===== src/rtl/swd_pkg.sv =====
package swd_pkg;
    parameter int N_W   = 11;
    parameter int A_W   = 7;
    parameter int M_LO  = 64;
    parameter int M_HI  = 128;
    parameter int N_MIN = 3;
    localparam int PC_W = $clog2(M_HI + 1);

    typedef struct packed {
        logic           wide;
        logic [N_W-1:0] n;
        logic [A_W-1:0] a;
    } div_cfg_t;

    localparam div_cfg_t CFG_DEFAULT = '{wide: 1'b0, n: N_W'(N_MIN), a: '0};

    function automatic logic cfg_ok(div_cfg_t c);
        return (c.n >= N_W'(N_MIN)) && (N_W'(c.a) < c.n);
    endfunction

    // Reload value of the prescaler down-counter: a cycle lasts limit+1 clocks
    function automatic logic [PC_W-1:0] pre_limit(logic wide, logic ext);
        logic [PC_W-1:0] base;
        base = wide ? PC_W'(M_HI) : PC_W'(M_LO);
        return ext ? base : base - 1'b1;
    endfunction
endpackage


===== src/rtl/swd_cfg_gate.sv =====
module swd_cfg_gate
    import swd_pkg::*;
(
    input  logic     clk,
    input  logic     rst,
    input  logic     load,
    input  div_cfg_t req_cfg,
    output div_cfg_t load_cfg,
    output div_cfg_t held_cfg,
    output logic     cfg_err
);
    div_cfg_t held_q;
    logic     req_ok;

    always_comb begin
        req_ok   = cfg_ok(req_cfg);
        load_cfg = req_ok ? req_cfg : (rst ? CFG_DEFAULT : held_q);
    end

    always_ff @(posedge clk) begin
        if (rst) begin
            held_q  <= load_cfg;
            cfg_err <= 1'b0;
        end else begin
            cfg_err <= !req_ok;
            if (load) held_q <= load_cfg;
        end
    end

    assign held_cfg = held_q;

    AST_HELD_LEGAL: assert property (@(posedge clk) disable iff (rst)
        cfg_ok(held_q));
    AST_CFG_FROZEN: assert property (@(posedge clk) disable iff (rst)
        !load |=> $stable(held_q));
endmodule


===== src/rtl/swd_prescaler.sv =====
module swd_prescaler
    import swd_pkg::*;
(
    input  logic            clk,
    input  logic            rst,
    input  logic            wide_nxt,
    input  logic            ext_nxt,
    input  logic            wide_run,
    output logic            tick,
    output logic [PC_W-1:0] pc
);
    logic [PC_W-1:0] pc_q;

    assign tick = (pc_q == '0);
    assign pc   = pc_q;

    always_ff @(posedge clk) begin
        if (rst || tick) pc_q <= pre_limit(wide_nxt, ext_nxt);
        else             pc_q <= pc_q - 1'b1;
    end

    AST_PRE_BOUND: assert property (@(posedge clk) disable iff (rst)
        pc_q <= pre_limit(wide_run, 1'b1));
endmodule


===== src/rtl/swd_cycle_ctrl.sv =====
module swd_cycle_ctrl
    import swd_pkg::*;
(
    input  logic           clk,
    input  logic           rst,
    input  logic           tick,
    input  div_cfg_t       load_cfg,
    output logic           boundary,
    output logic           ext_nxt,
    output logic           div_pulse,
    output logic [N_W-1:0] nc,
    output logic [A_W-1:0] ac
);
    logic [N_W-1:0] nc_q;
    logic [A_W-1:0] ac_q;

    always_comb begin
        boundary = tick && (nc_q == N_W'(1));
        if (rst || boundary) ext_nxt = (load_cfg.a != '0);
        else                 ext_nxt = (ac_q > A_W'(1));
    end

    always_ff @(posedge clk) begin
        if (rst || boundary) begin
            nc_q <= load_cfg.n;
            ac_q <= load_cfg.a;
        end else if (tick) begin
            nc_q <= nc_q - 1'b1;
            if (ac_q != '0) ac_q <= ac_q - 1'b1;
        end
    end

    always_ff @(posedge clk) begin
        if (rst) div_pulse <= 1'b0;
        else     div_pulse <= boundary;
    end

    assign nc = nc_q;
    assign ac = ac_q;

    AST_SWALLOW_BELOW_MAIN: assert property (@(posedge clk) disable iff (rst)
        N_W'(ac_q) < nc_q);
    AST_MAIN_NONZERO: assert property (@(posedge clk) disable iff (rst)
        nc_q != '0);
    AST_PULSE_SINGLE: assert property (@(posedge clk) disable iff (rst)
        div_pulse |=> !div_pulse);
endmodule


===== src/rtl/swallow_divider.sv =====
module swallow_divider
    import swd_pkg::*;
(
    input  logic           clk,
    input  logic           rst,
    input  logic           mod_sel,
    input  logic [N_W-1:0] n_val,
    input  logic [A_W-1:0] a_val,
    output logic           div_pulse,
    output logic           cfg_err
);
    div_cfg_t        req_cfg, load_cfg, held_cfg;
    logic            boundary, ext_nxt, tick, wide_nxt;
    logic [PC_W-1:0] pc;
    logic [N_W-1:0]  nc;
    logic [A_W-1:0]  ac;

    assign req_cfg  = '{wide: mod_sel, n: n_val, a: a_val};
    assign wide_nxt = (rst || boundary) ? load_cfg.wide : held_cfg.wide;

    swd_cfg_gate u_gate (
        .clk(clk), .rst(rst), .load(boundary), .req_cfg(req_cfg),
        .load_cfg(load_cfg), .held_cfg(held_cfg), .cfg_err(cfg_err)
    );

    swd_prescaler u_pre (
        .clk(clk), .rst(rst), .wide_nxt(wide_nxt), .ext_nxt(ext_nxt),
        .wide_run(held_cfg.wide), .tick(tick), .pc(pc)
    );

    swd_cycle_ctrl u_ctrl (
        .clk(clk), .rst(rst), .tick(tick), .load_cfg(load_cfg),
        .boundary(boundary), .ext_nxt(ext_nxt), .div_pulse(div_pulse),
        .nc(nc), .ac(ac)
    );

    AST_RELOAD_MATCH: assert property (@(posedge clk) disable iff (rst)
        div_pulse |-> (nc == held_cfg.n) && (ac == held_cfg.a) &&
                      (pc == pre_limit(held_cfg.wide, held_cfg.a != '0)));
endmodule


===== config.mk =====
export PLATFORM = sky130hd
export DESIGN_NAME = swallow_divider
export DESIGN_NICKNAME = d
export VERILOG_FILES = /design/src/rtl/swd_pkg.sv /design/src/rtl/swd_cfg_gate.sv /design/src/rtl/swd_prescaler.sv /design/src/rtl/swd_cycle_ctrl.sv /design/src/rtl/swallow_divider.sv
export SDC_FILE = /design/constraint.sdc
export NUM_CORES = 1
export LEC_CHECK = 0
export CORE_MARGIN = 2
export CORE_UTILIZATION = 25
export CTS_BUF_LIST = sky130_fd_sc_hd__clkbuf_2
export CTS_CLUSTER_SIZE = 20
export DETAILED_ROUTE_END_ITERATION = 12
export PLACE_DENSITY = 0.42
export SYNTH_ARGS = -nofsm -noshare
export SYNTH_HDL_FRONTEND = slang
export SYNTH_HIERARCHICAL = 1
export SYNTH_SLANG_ARGS = --single-unit

===== constraint.sdc =====
create_clock -name clk -period 3 [get_ports clk]
set_input_delay 0.75 -clock clk [delete_from_list [all_inputs] [get_ports clk]]
set_output_delay 0.75 -clock clk [all_outputs]
set_load 0.05 [all_outputs]

==> run metrics, run 1 <==
number of buffers on the longest clock path 2; Ports 23; net count of the mapped netlist 290; number of cell rows 38; data required time of the critical path roughly 3300 ps; # clock sinks between 40 and 50; Worst setup EP type flop; CTS tree yes; ratio of cells with drive above 1 in the final layout 25.8%; length of the first detailed-routing pass in iterations 4; synthesized flop and latch total 47; H-tree depth reported by CTS 2; number of flops mapped to enable cells by yosys 37; reg-to-reg critical path endpoint u_ctrl/ac[3]$_DFFE_PP_; share of the synthesized area in the top cell type between 40% and 50%; actual transition at the worst max-transition pin approximately 560 ps; maximum VDD drop roughly 0.21 mV; post-synth cell types between 40 and 50; ys async rst share 0%; Max-slew headroom around 63%; dominant delay contributor by cell family on the critical path adder cells; Core Box Area roughly 11,000 um2; worst min-delay path category flop to flop; total die area approximately 12,000 um2; final antenna-violating net count 0; origin of the worst min-delay path u_pre/pc[0]$_DFF_P_; slack of the worst reg-to-reg path between 500 and 600 ps; total global routing overflow 0; Post-route DRC 0; Layout Nets between 300 and 400; Max Clock Freq between 0.3 and 0.4 GHz; synthesized instance count 255; post-synthesis average cell area 10.9 um2; count of input and output buffers 22; CP max stage delay between 300 and 400 ps; number of cells in the design after placement approximately 450; Crit path depth 12; ant diodes 0; Via Count around 2,000; area taken by multi-input logic gates ~1400 um2; Tot GR Track Use between 10% and 20%; later-pin clock latency in the skew report 420 ps; final hold violation count 0; worst path cell trace dlygate4sd2_1, ha_1, a221o_1, a22oi_2, buf_12, mux2_4, nor4_2, and3_1, a31oi_2, ha_1, nor2_1, a21oi_1; power per standard cell area ~400 nW/um2; time the final worst path needs with I/O delays and setup just under 3000 ps; static leakage around 1.5 nW; Die H roughly 110 um; worst setup path category input port to flop; clock tree root driver cell clkbuf_2; post-synth design cell area 2770 um2; Worst R2R Start u_pre/pc[2]$_DFF_P_; Layout fillers between 1,000 and 1,500; worst path arrival time approximately 3300 ps; Clock Pin Slew Worst Setup and Hold Paths between 200 and 300 ps; library cell appearing most often on the critical path ha_1; end point of the most critical hold path u_pre/pc[0]$_DFF_P_; WL/cell 14.3 um; number of instances on the worst hold path 1; setup total negative slack 0 ps; maximum number of pins on one net before global-route repair 21; final worst slack 59.0 ps; GR met3 Demand/Resource under 10%; Critical Path Source Type input port; number of buffers inserted by hold repair at cts 0; Detailed Route WL about 6500 um; FF+latch area roughly 1300 um2; number of cells traversed by the worst register-to-register path 6; cell type with the highest aggregate area in the netlist edfxtp_1; Placement Setup Slack -759 ps; peak-usage layer in the global routing report met1; most used flip-flop cell after synthesis edfxtp_1; area added between synthesis and finish 28.1%; per-cell via count in the routed design 4.37; wire length of the first global-routing pass about 11,000 um; RSZ-0062 raised after global routing no; effective utilization at floorplan about a quarter; leading cell types by total area after synthesis edfxtp_1, dfxtp_1, ha_1, mux2_4, nand2_1; Slew Limit Fails 0; peak fanout along the critical path 8; clock skew after layout a little over 40 ps; detailed placement HPWL between 4000 and 5000 um; cell with the most instances after synthesis edfxtp_1; final non-filler cell total roughly 450; max-cap check violation count 0; antenna violations before repair 0; M2 GR Usage approximately 17%; count of endpoints failing setup in the final report 0; total buffers and inverters traversed by the critical path 2; Die W around 110 um; clock buffer count from CTS 5; Syn. warnings 6; worst-path cell with the longest stage delay a221o_1; share of the cycle needed by the critical path after routing 98.0%; final weighted congestion in routability-driven placement 0.726; sequential fraction of the synthesis area a little under half; result of the run complete, no violations; number of global-route vias before repair 2,042; detailed router's first-iteration violation count 76; commonest cells in the synthesized netlist edfxtp_1, nand2_1, nor2_1; global-route track usage on met1 between 10% and 20%
[stage by stage]
stage                     hold WS (ps)  utilization [%]  cell area, um2  power [mW]
final                              489             32.8            3550        1.45
after floorplan                    436                -            2800       0.986
after global routing               508             32.8            3550        1.54
after detailed placement           461             31.7            3430        1.11
after global placement             454             31.7            3430        1.11
after CTS                          500             32.4            3520        1.48
[worst max path at each step]
stage	from	end
detailed placement	n_val[2]	u_pre/pc[6]$_DFF_P_
CTS	n_val[4]	u_pre/pc[1]$_DFF_P_
finish	a_val[6]	u_pre/pc[6]$_DFF_P_
global route	a_val[2]	u_pre/pc[6]$_DFF_P_
floorplan	n_val[2]	u_pre/pc[6]$_DFF_P_
global placement	n_val[2]	u_pre/pc[6]$_DFF_P_
[cells in the final DEF, fill, tap and decap left out, types with 2 or more instances in the layout]
cell type | Yosys | routed
edfxtp_1 | 37 | 37
o21bai_1 | 5 | 5
or2_2 | 3 | 3
nor3_1 | 4 | 4
mux2_4 | 8 | 8
clkbuf_2 | 0 | 7
a31oi_1 | 5 | 4
ha_4 | 0 | 2
nor2_1 | 20 | 20
dlymetal6s2s_1 | 0 | 8
or4_1 | 3 | 3
and3_1 | 2 | 2
buf_4 | 2 | 36
a31oi_2 | 1 | 2
mux2i_1 | 7 | 7
a21oi_1 | 8 | 7
a21o_1 | 2 | 2
o21ai_1 | 3 | 3
xor2_1 | 8 | 8
or3_1 | 4 | 4
nor4_1 | 4 | 3
nand2_1 | 21 | 21
o21ai_0 | 13 | 13
dfxtp_1 | 10 | 10
clkdlybuf4s50_1 | 0 | 7
ha_2 | 0 | 2
dlygate4sd2_1 | 0 | 3
xnor2_1 | 8 | 8
nor4_2 | 1 | 2
ha_1 | 14 | 10
a21oi_2 | 2 | 3
nor2b_1 | 9 | 9
clkdlybuf4s15_1 | 0 | 3
nor4_4 | 2 | 2
inv_2 | 0 | 5
inv_1 | 15 | 9
nand2b_1 | 10 | 10
o31ai_1 | 2 | 2
nand3_1 | 3 | 3
[metal layers]
layer  vias up  share of wire, %  wire (um)
li1       1032                 -          -
met1       920                54       3480
met2        25                42       2700
met3         5               3.7        241
met4         0              0.82         53
met5         -                 0          0
[cell type report]
type | count | share of cell area, %
clock buffer | 6 | 0.846
clock inverter | 2 | 1.02
inverter | 15 | 1.94
multi-input combinational | 185 | 39.6
sequential | 47 | 36.9
tap | 140 | 4.93
timing repair buffer | 59 | 14.7
[timing repair]
item,in CTS,in global routing
resized for setup,14,18
setup buffers,1,1
pin swaps,6,7
endpoints found under the setup margin,9,8
gates cloned,0,0
[kinds of logic after synthesis]
group / count (synthesis) / share of synthesized area [%]
xor+xnor: 16 / 5.05
compound gates: 48 / 11.6
buf+inv: 23 / 4.02
flops: 47 / 47.3
simple gates: 91 / 18.5
mux: 16 / 7.27
fa+ha+maj: 14 / 6.32
[worst register-to-register path, delay by kind of cell (launching register included)]
kind / cells / cell delay, ps
flops: 1 / 420
compound gates: 2 / 680
buf+inv: 1 / 300
simple gates: 3 / 780
[sequential cells by signal (all words and copies together) (netlist names)]
name / count
u_pre/pc: 8
u_gate/cfg_err: 1
u_gate/held_cfg: 19
u_ctrl/div_pulse: 1
u_ctrl/ac: 7
u_ctrl/nc: 11
[report_power, final]
part | internal, mW | switching [mW]
sequential | 0.765 | 0.0454
clock | 0.146 | 0.212
combinational | 0.143 | 0.140
Power figures use the tool's default switching activity.
==> run 2, diff against run 1 <==
--- a/config.mk
+++ b/config.mk
@@ -5,9 +5,11 @@
 export SDC_FILE = /design/constraint.sdc
 export NUM_CORES = 1
 export LEC_CHECK = 0
+export CAP_MARGIN = 20
 export CORE_MARGIN = 2
 export CORE_UTILIZATION = 25
 export CTS_BUF_LIST = sky130_fd_sc_hd__clkbuf_2
+export CTS_CLUSTER_DIAMETER = 100
 export CTS_CLUSTER_SIZE = 20
 export DETAILED_ROUTE_END_ITERATION = 12
 export PLACE_DENSITY = 0.42
==> results of run 2 <==
The final DEF is identical to that of run 1; final timing and power are the same.
